[config.mk]
export PLATFORM = sky130hd
export DESIGN_NAME = fstat_mailbox
export DESIGN_NICKNAME = d
export VERILOG_FILES = /design/src/rtl/fstat_pkg.sv /design/src/rtl/fstat_lookup.sv /design/src/rtl/fstat_seq.sv /design/src/rtl/fstat_mailbox.sv
export SDC_FILE = /design/constraint.sdc
export NUM_CORES = 1
export LEC_CHECK = 0
export BUFFER_PORTS_ARGS = -buffer_cell sky130_fd_sc_hd__buf_4
export CAP_MARGIN = 10
export CORE_UTILIZATION = 50
export CTS_CLUSTER_DIAMETER = 80
export DETAILED_ROUTE_END_ITERATION = 16
export PLACE_DENSITY = 0.79
export SLEW_MARGIN = 20
export SYNTH_ARGS = -nofsm -noshare
export SYNTH_HDL_FRONTEND = slang
export SYNTH_HIERARCHICAL = 1
export SYNTH_SLANG_ARGS = --single-unit
export TNS_END_PERCENT = 10
[constraint.sdc]
create_clock -name clk -period 2.89 [get_ports clk]
set_input_delay 0.289 -clock clk [delete_from_list [all_inputs] [get_ports clk]]
set_output_delay 0.289 -clock clk [all_outputs]
set_load 0.1 [all_outputs]
[src/rtl/fstat_pkg.sv]
package fstat_pkg;
  localparam int WORD_W  = 64;
  localparam int DWORD_W = 32;
  localparam int BYTE_W  = 8;

  // control/status field positions
  localparam int CS_RUN_BIT  = 0;
  localparam int CS_DONE_BIT = 6;
  localparam int CS_LEN_LO   = 16;
  // command word field positions
  localparam int CMD_FID_LO  = 40;
  localparam int CMD_DAT_LO  = 32;

  typedef enum logic [1:0] {
    OWN_NONE = 2'd0,
    OWN_HOST = 2'd1
  } owner_t;

  localparam logic [BYTE_W-1:0] OP_GET_STATE = 8'h10;
  localparam logic [BYTE_W-1:0] PKT_LEN_OK   = 8'd2;
  localparam logic [BYTE_W-1:0] ST_OK        = 8'h40;
  localparam logic [BYTE_W-1:0] ST_BAD_OP    = 8'h81;
  localparam logic [BYTE_W-1:0] ST_BAD_LEN   = 8'h82;
  localparam logic [BYTE_W-1:0] ST_BAD_FEAT  = 8'h83;
endpackage

[src/rtl/fstat_lookup.sv]
module fstat_lookup
  import fstat_pkg::*;
#(
  parameter int                  NUM_FEAT = 8,
  parameter logic [NUM_FEAT-1:0] FEAT_EN  = '1,
  parameter logic [NUM_FEAT-1:0] FEAT_LCK = '0
) (
  input  logic [BYTE_W-1:0]  op_code,
  input  logic [BYTE_W-1:0]  feat_id,
  input  logic [BYTE_W-1:0]  pkt_len,
  output logic [BYTE_W-1:0]  code,
  output logic [DWORD_W-1:0] result
);
  logic hit, en_bit, lk_bit;

  always_comb begin
    hit    = 1'b0;
    en_bit = 1'b0;
    lk_bit = 1'b0;
    for (int i = 0; i < NUM_FEAT; i++) begin
      if (feat_id == BYTE_W'(i)) begin
        hit    = 1'b1;
        en_bit = FEAT_EN[i];
        lk_bit = FEAT_LCK[i];
      end
    end
  end

  always_comb begin
    result = '0;
    if (pkt_len != PKT_LEN_OK) begin
      code = ST_BAD_LEN;
    end else if (op_code != OP_GET_STATE) begin
      code = ST_BAD_OP;
    end else if (!hit) begin
      code = ST_BAD_FEAT;
    end else begin
      code = ST_OK;
      result[0]         = en_bit;
      result[DWORD_W-1] = lk_bit;
    end
  end
endmodule

[src/rtl/fstat_seq.sv]
module fstat_seq
  import fstat_pkg::*;
#(
  parameter int BUSY_CYC = 16
) (
  input  logic       clk,
  input  logic       rst,
  input  logic       claim_req,
  input  logic       start_req,
  input  logic       done_req,
  output logic [1:0] owner,
  output logic       busy,
  output logic       start_ok,
  output logic       done_ok,
  output logic       finish
);
  localparam int CNT_W = (BUSY_CYC < 2) ? 1 : $clog2(BUSY_CYC + 1);

  owner_t           own_q;
  logic [CNT_W-1:0] cnt_q;

  assign start_ok = start_req && !busy && (own_q == OWN_HOST);
  assign done_ok  = done_req && !start_req && !busy && (own_q == OWN_HOST);
  assign finish   = busy && (cnt_q == '0);
  assign owner    = own_q;

  always_ff @(posedge clk) begin
    if (rst) begin
      own_q <= OWN_NONE;
      busy  <= 1'b0;
      cnt_q <= '0;
    end else if (busy) begin
      if (cnt_q == '0) busy <= 1'b0;
      else             cnt_q <= cnt_q - 1'b1;
    end else if (start_ok) begin
      busy  <= 1'b1;
      cnt_q <= CNT_W'(BUSY_CYC - 1);
    end else if (done_ok) begin
      own_q <= OWN_NONE;
    end else if (claim_req && own_q == OWN_NONE) begin
      own_q <= OWN_HOST;
    end
  end
endmodule

[src/rtl/fstat_mailbox.sv]
module fstat_mailbox
  import fstat_pkg::*;
#(
  parameter int                  ADDR_W   = 4,
  parameter int                  NUM_FEAT = 8,
  parameter logic [NUM_FEAT-1:0] FEAT_EN  = 8'hB5,
  parameter logic [NUM_FEAT-1:0] FEAT_LCK = 8'h3C,
  parameter int                  BUSY_CYC = 16
) (
  input  logic              clk,
  input  logic              rst,
  input  logic              bus_wr,
  input  logic              bus_rd,
  input  logic [ADDR_W-1:0] bus_addr,
  input  logic [WORD_W-1:0] bus_wdata,
  output logic [WORD_W-1:0] bus_rdata
);
  localparam logic [ADDR_W-1:0] A_CTRL = ADDR_W'(0);
  localparam logic [ADDR_W-1:0] A_CMD  = ADDR_W'(8);
  localparam logic [ADDR_W-1:0] A_DAT  = ADDR_W'(12);

  logic [WORD_W-1:0]  cmd_q;
  logic [BYTE_W-1:0]  status_q, len_q;
  logic [1:0]         owner_w;
  logic               busy_w, start_ok, done_ok, finish;
  logic [BYTE_W-1:0]  code_w;
  logic [DWORD_W-1:0] result_w;
  logic [WORD_W-1:0]  ctrl_view;

  wire ctrl_wr = bus_wr && (bus_addr == A_CTRL);
  wire cmd_wr  = bus_wr && (bus_addr == A_CMD);

  fstat_seq #(.BUSY_CYC(BUSY_CYC)) u_seq (
    .clk      (clk),
    .rst      (rst),
    .claim_req(cmd_wr),
    .start_req(ctrl_wr && bus_wdata[CS_RUN_BIT]),
    .done_req (ctrl_wr && bus_wdata[CS_DONE_BIT]),
    .owner    (owner_w),
    .busy     (busy_w),
    .start_ok (start_ok),
    .done_ok  (done_ok),
    .finish   (finish)
  );

  fstat_lookup #(.NUM_FEAT(NUM_FEAT), .FEAT_EN(FEAT_EN), .FEAT_LCK(FEAT_LCK)) u_lookup (
    .op_code(cmd_q[BYTE_W-1:0]),
    .feat_id(cmd_q[CMD_FID_LO +: BYTE_W]),
    .pkt_len(len_q),
    .code   (code_w),
    .result (result_w)
  );

  assign ctrl_view = {40'b0, len_q, status_q, 2'b00, owner_w, 3'b000, busy_w};

  always_ff @(posedge clk) begin
    if (rst) begin
      cmd_q    <= '0;
      status_q <= '0;
      len_q    <= '0;
    end else begin
      if (cmd_wr && !busy_w) cmd_q <= bus_wdata;
      if (start_ok) begin
        len_q    <= bus_wdata[CS_LEN_LO +: BYTE_W];
        status_q <= '0;
      end
      if (finish) begin
        status_q                       <= code_w;
        cmd_q[CMD_DAT_LO +: DWORD_W]   <= result_w;
      end
      if (done_ok) begin
        status_q <= '0;
        len_q    <= '0;
      end
    end
  end

  always_ff @(posedge clk) begin
    if (rst) begin
      bus_rdata <= '0;
    end else if (bus_rd) begin
      unique case (bus_addr)
        A_CTRL:  bus_rdata <= ctrl_view;
        A_CMD:   bus_rdata <= cmd_q;
        A_DAT:   bus_rdata <= {32'b0, cmd_q[CMD_DAT_LO +: DWORD_W]};
        default: bus_rdata <= '0;
      endcase
    end
  end
endmodule

Yosys cells after proc, flatten, opt, wreduce, memory -nomap -nowiden
Index checks and enable logic that the tools add are counted.
Word-level totals
  register bits after elaboration: 152
  bits of input ports: 72
  logic and storage cells: 94
Cells by class
  $add $sub $neg: 1
  eq/ne operators: 13
  multiplexer cells: 43
  bitwise gates (word level): 2
  reduce and logical (&&, ||, !) cells: 26
Operators by type and width (count)
  64-bit case mux with 3 select lines: 1
  64-bit 2-to-1 mux: 1
  8-bit 2-to-1 mux: 5
  8-bit by 3-bit equality test with 1-bit output, second input constant: 4
  32-bit 2-to-1 mux: 1
  1-bit 2-to-1 mux: 30
  8-bit by 2-bit equality test with 1-bit output, second input constant: 2
  5-bit 2-to-1 mux: 3
  1-bit logical AND: 12
  4-bit equality test, second input constant: 2
  8-bit by 1-bit equality test with 1-bit output, second input constant: 1
  8-bit logical NOT: 1
  8-bit by 2-bit inequality test with 1-bit output, second input constant: 1
  8-bit by 5-bit inequality test with 1-bit output, second input constant: 1
  2-bit nonzero test: 4
  5-bit logical NOT: 1
  5-bit by 1-bit subtractor with 5-bit output, second input constant: 1
  4-bit logical NOT: 1
  2-bit 2-to-1 mux: 2
  2-bit OR reduction: 2
  3-bit AND reduction: 1
  2-bit by 1-bit equality test with 1-bit output, second input constant: 1
  1-bit logical NOT: 2
  2-bit logical NOT: 1
  3 further kinds: 4

Logic depth before layout (Yosys ltp)
  depth after elaboration: 13
  depth in mapped cells: 9

By module
The synthesis kept the hierarchy.
By module, submodules not included
  fstat_mailbox: instances 1, cells an instance 689, area an instance 6100.9 sq um, sequential area each 2882.8 sq um
  fstat_lookup: instances 1, cells an instance 53, area an instance 410.4 sq um, sequential area each 0.0 sq um
  fstat_seq: instances 1, cells an instance 39, area an instance 379.1 sq um, sequential area each 140.1 sq um

Worst setup path before layout
Ideal clock, no wire load.
  kind: input to register
  start: input bus_addr[1]
  end: register len_q[4]
  data arrival time: 2.127 ns
  data required time: 2.762 ns
  path slack: 0.635 ns
  stages: 8
  path through: nor4_2 buf_2 and3_1 and3b_1 clkbuf_1 buf_2 mux2i_1 nor2_1
Between the ends
  elaborated cells between the ends (all ways): 11
RTL lines
  start: declaration: RTL line fstat_mailbox.sv:14  | input logic [ADDR_W-1:0] bus_addr,
  4-bit logical NOT: RTL line fstat_mailbox.sv:30  | wire ctrl_wr = bus_wr && (bus_addr == A_CTRL);
  1-bit logical AND: RTL line fstat_mailbox.sv:30
  1-bit logical AND: RTL line fstat_mailbox.sv:37  | .start_req(ctrl_wr && bus_wdata[CS_RUN_BIT]),
  1-bit logical AND (2 in series): RTL line fstat_seq.sv:22  | assign start_ok = start_req && !busy && (own_q == OWN_HOST);
  via start_ok: RTL line fstat_mailbox.sv:25  | logic busy_w, start_ok, done_ok, finish;
  end signal: assignment: RTL line fstat_mailbox.sv:64  | len_q <= bus_wdata[CS_LEN_LO +: BYTE_W];
  end: declaration: RTL line fstat_mailbox.sv:23  | logic [BYTE_W-1:0] status_q, len_q;
The timed path passes the listed nets, and every way through them passes these cells.
A chain may end at the register's enable or synchronous reset.

Worst setup path in the final report
  start: input bus_addr[2]
  end: register len_q[7]
Between the ends
  cells in the longest elaborated chain, start to end: 8
  elaborated cells between the ends (all ways): 11
RTL lines
  4-bit logical NOT (*): RTL line fstat_mailbox.sv:30
  1-bit logical AND (*): RTL line fstat_mailbox.sv:30
  1-bit logical AND: RTL line fstat_mailbox.sv:37
  1-bit logical NOT: RTL line fstat_seq.sv:23  | assign done_ok = done_req && !start_req && !busy && (own_q == OWN_HOST);
  1-bit logical AND (*) (3 in series): RTL line fstat_seq.sv:23
  via done_ok: RTL line fstat_mailbox.sv:25
  2-bit OR reduction (no line) (*)
Mark *: on every way through the listed nets, which the timed path passes. The rest lies on a longest branch.

==> results.json <==
{
  "status": "complete, no violations",
  "max-slew-margin-rel": 0.407,
  "avgSynthCellArea_um2": 8.82,
  "critical_path_buf_inv_count": 2,
  "drc": 0,
  "leakagePower_nw": 3.09,
  "clock-sinks": 151,
  "n_antenna_cell": 0,
  "cp.arrival_ns": 2.40,
  "hold_buffers": 0,
  "core_area_um2": 13300,
  "vias_per_cell": 6.01,
  "overflow": 0,
  "synthFlopType": "dfxtp_1",
  "ctsResizeCount": 0,
  "dp_hpwl_um": 13100,
  "path_class": "in -> reg",
  "post-route-period-util": 0.725,
  "clk_latency_ns": 0.43,
  "most-common-layout-cells": "dfxtp_1 (151), buf_4 (149), o21ai_1 (64), nor2_1 (55), a21oi_1 (54)",
  "worstMarginPinSlew_ns": 0.885,
  "syn_area_um2": 6890,
  "numCtsBuffers": 17,
  "area_growth_pct": 22.2,
  "dp_slack_ns": 0.682,
  "ant_nets": 0,
  "rsz0062_at_grt": "no",
  "fin_ws_ns": 0.796,
  "maxCapViolCount": 0,
  "cts_tree": "yes",
  "fin_skew_ns": 0.00697,
  "routedWlPerCell_um": 19.0,
  "fin_crit_ns": 2.09,
  "vias": 6392,
  "num_rows": 42,
  "synth_cell_types": 53,
  "slew_viol_final": 0,
  "finalHoldViolations": 0,
  "cts_max_level": 4,
  "hold_class": "in -> reg",
  "synth_edf_count": 0,
  "worst-path-max-fanout": 33,
  "cts_root_buf": "clkbuf_16",
  "postSynth.asyncResetShare": 0,
  "finalSetupViolations": 0,
  "clk_pin_slew_ns": 0.06,
  "required_ns": 3.19,
  "cpPeakStageDelay_ns": 0.46,
  "firstDrtPassIters": 6,
  "dr.first_iter.drc_count": 651,
  "die-area_um2": 14300,
  "end_kind": "register",
  "dieHeight_um": 119,
  "start_kind": "input port",
  "tns_ns": 0,
  "io_pins": 136,
  "start_util": 0.516,
  "yosysWarnings": 6,
  "nets": 948,
  "ys_ff_latch": 151,
  "grt_usage": 0.285,
  "crit_chain": "buf_4 -> nor4_2 -> buf_4 -> and3_1 -> nor4bb_1 -> or2_2 -> nor2_1",
  "final_common_cell": "dfxtp_1",
  "power.density_nw_per_um2": 557,
  "grt_max_degree": 80,
  "ys_seq_area_frac": 0.439,
  "clk_path_buf_depth": 2,
  "crit_path_top_delay_cell": "nor4bb_1",
  "antenna_found_initial": 0,
  "drive_gt1_frac": 0.262,
  "peakVddDrop_mv": 0.437,
  "whs_ns": 0.127,
  "cpLargestDelayFamily": "simple AND/OR/NAND/NOR gates",
  "fin_total_pwr_mw": 4.69,
  "routabilityCongestion": 0.854,
  "grt_pass1_wl_um": 31500,
  "portBuffers": 135,
  "max_freq_ghz": 0.478,
  "wl_um": 20200,
  "path_common_cell": "buf_4",
  "synthCells": 781,
  "grt_pass1_vias": 5891,
  "die_w_um": 119,
  "postCtsSetupBuffers": 0
}
state kept, by name (all words and copies together) (netlist names):
| name | cells |
|---|---|
| bus_rdata | 64 |
| cmd_q | 64 |
| len_q | 8 |
| status_q | 8 |
| u_seq/busy | 1 |
| u_seq/cnt_q | 5 |
| u_seq/owner | 1 |
path summary, 6_finish.rpt:
path | startpoint | end | slack [ns] | depth (start not counted)
max reg2reg | u_seq/busy$_SDFF_PP0_ | cmd_q[51]$_SDFFE_PP0P_ | 0.81 | 4
min reg2reg | bus_rdata[15]$_SDFFE_PP0P_ | bus_rdata[15]$_SDFFE_PP0P_ | 0.46 | 2
max | bus_addr[2] | len_q[7]$_SDFFE_PP0P_ | 0.80 | 7
min | bus_wdata[21] | len_q[5]$_SDFFE_PP0P_ | 0.13 | 3
cell type report:
type | instances | area (µm²)
Tap cell | 176 | 220
Clock buffer | 20 | 457
Multi-Input combinational cell | 513 | 3230
Clock inverter | 12 | 151
Timing Repair Buffer | 153 | 1200
Sequential cell | 151 | 3020
Fill cell | 1175 | 4930
Inverter | 39 | 146
power breakdown:
part | leakage, nW | total [mW] | switching, mW | internal [mW]
Combinational | 1.58 | 0.312 | 0.197 | 0.115
Clock | 0.296 | 2.27 | 0.875 | 1.40
Sequential | 1.22 | 2.11 | 0.0130 | 2.09
per-layer routing:
metal | vias to the layer above | wire, µm | track usage
met2 | 332 | 8960 | 0.426
met3 | 43 | 1850 | 0.0670
met5 | - | 0 | 0
met4 | 0 | 492 | 0.109
met1 | 3036 | 8870 | 0.397
li1 | 2981 | - | -
cell usage after synthesis (2+ instances only):
library cell / instances / area, µm²
mux2_2: 26 / 293
nor4b_4: 2 / 47.6
nor3_1: 6 / 30.0
nor2_1: 55 / 206
o21ai_1: 64 / 320
nand2b_1: 2 / 12.5
a311oi_1: 3 / 26.3
nor3b_1: 9 / 67.6
nor4b_1: 3 / 26.3
buf_4: 36 / 270
nand3_1: 46 / 230
o21ai_0: 19 / 95.1
a221oi_1: 31 / 272
buf_1: 10 / 37.5
buf_6: 10 / 113
a21oi_1: 54 / 270
a22oi_1: 19 / 143
nor2b_1: 3 / 18.8
mux2i_1: 9 / 90.1
a31o_1: 2 / 17.5
clkbuf_1: 38 / 143
conb_1: 2 / 7.51
and3_1: 4 / 25.0
a32oi_1: 38 / 333
inv_1: 38 / 143
buf_2: 16 / 80.1
nand2_1: 30 / 113
dfxtp_1: 151 / 3020
a31oi_1: 31 / 194
through the flow:
step	util	area (µm²)	cells
3_3_place_gp	0.585	7810	1032
3_5_place_dp	0.585	7810	1032
6_report	0.631	8420	1064
5_1_grt	0.631	8420	1064
2_1_floorplan	-	7010	814
4_1_cts	0.631	8420	1064
worst register-to-register path: cells and delay by family (launching register included):
| kind | cells | cell delay (ns) |
|---|---|---|
| buffers and inverters | 1 | 0.26 |
| AO/OA/AOI/OAI | 2 | 0.41 |
| flip-flops | 1 | 0.71 |
| AND/OR/NAND/NOR | 1 | 0.59 |
logic make-up (layout without fill, tap and decap cells):
| kind of cell | Yosys count | count (layout) | synth area share |
|---|---|---|---|
| flops | 151 | 151 | 0.439 |
| buf+inv | 150 | 224 | 0.115 |
| other cells | 2 | 35 | 0.00109 |
| compound gates | 268 | 268 | 0.254 |
| simple gates | 173 | 173 | 0.133 |
| mux | 35 | 35 | 0.0556 |
| xor+xnor | 1 | 1 | 0.00127 |
| fa+ha+maj | 1 | 1 | 0.00182 |
Power figures use the tool's default switching activity.
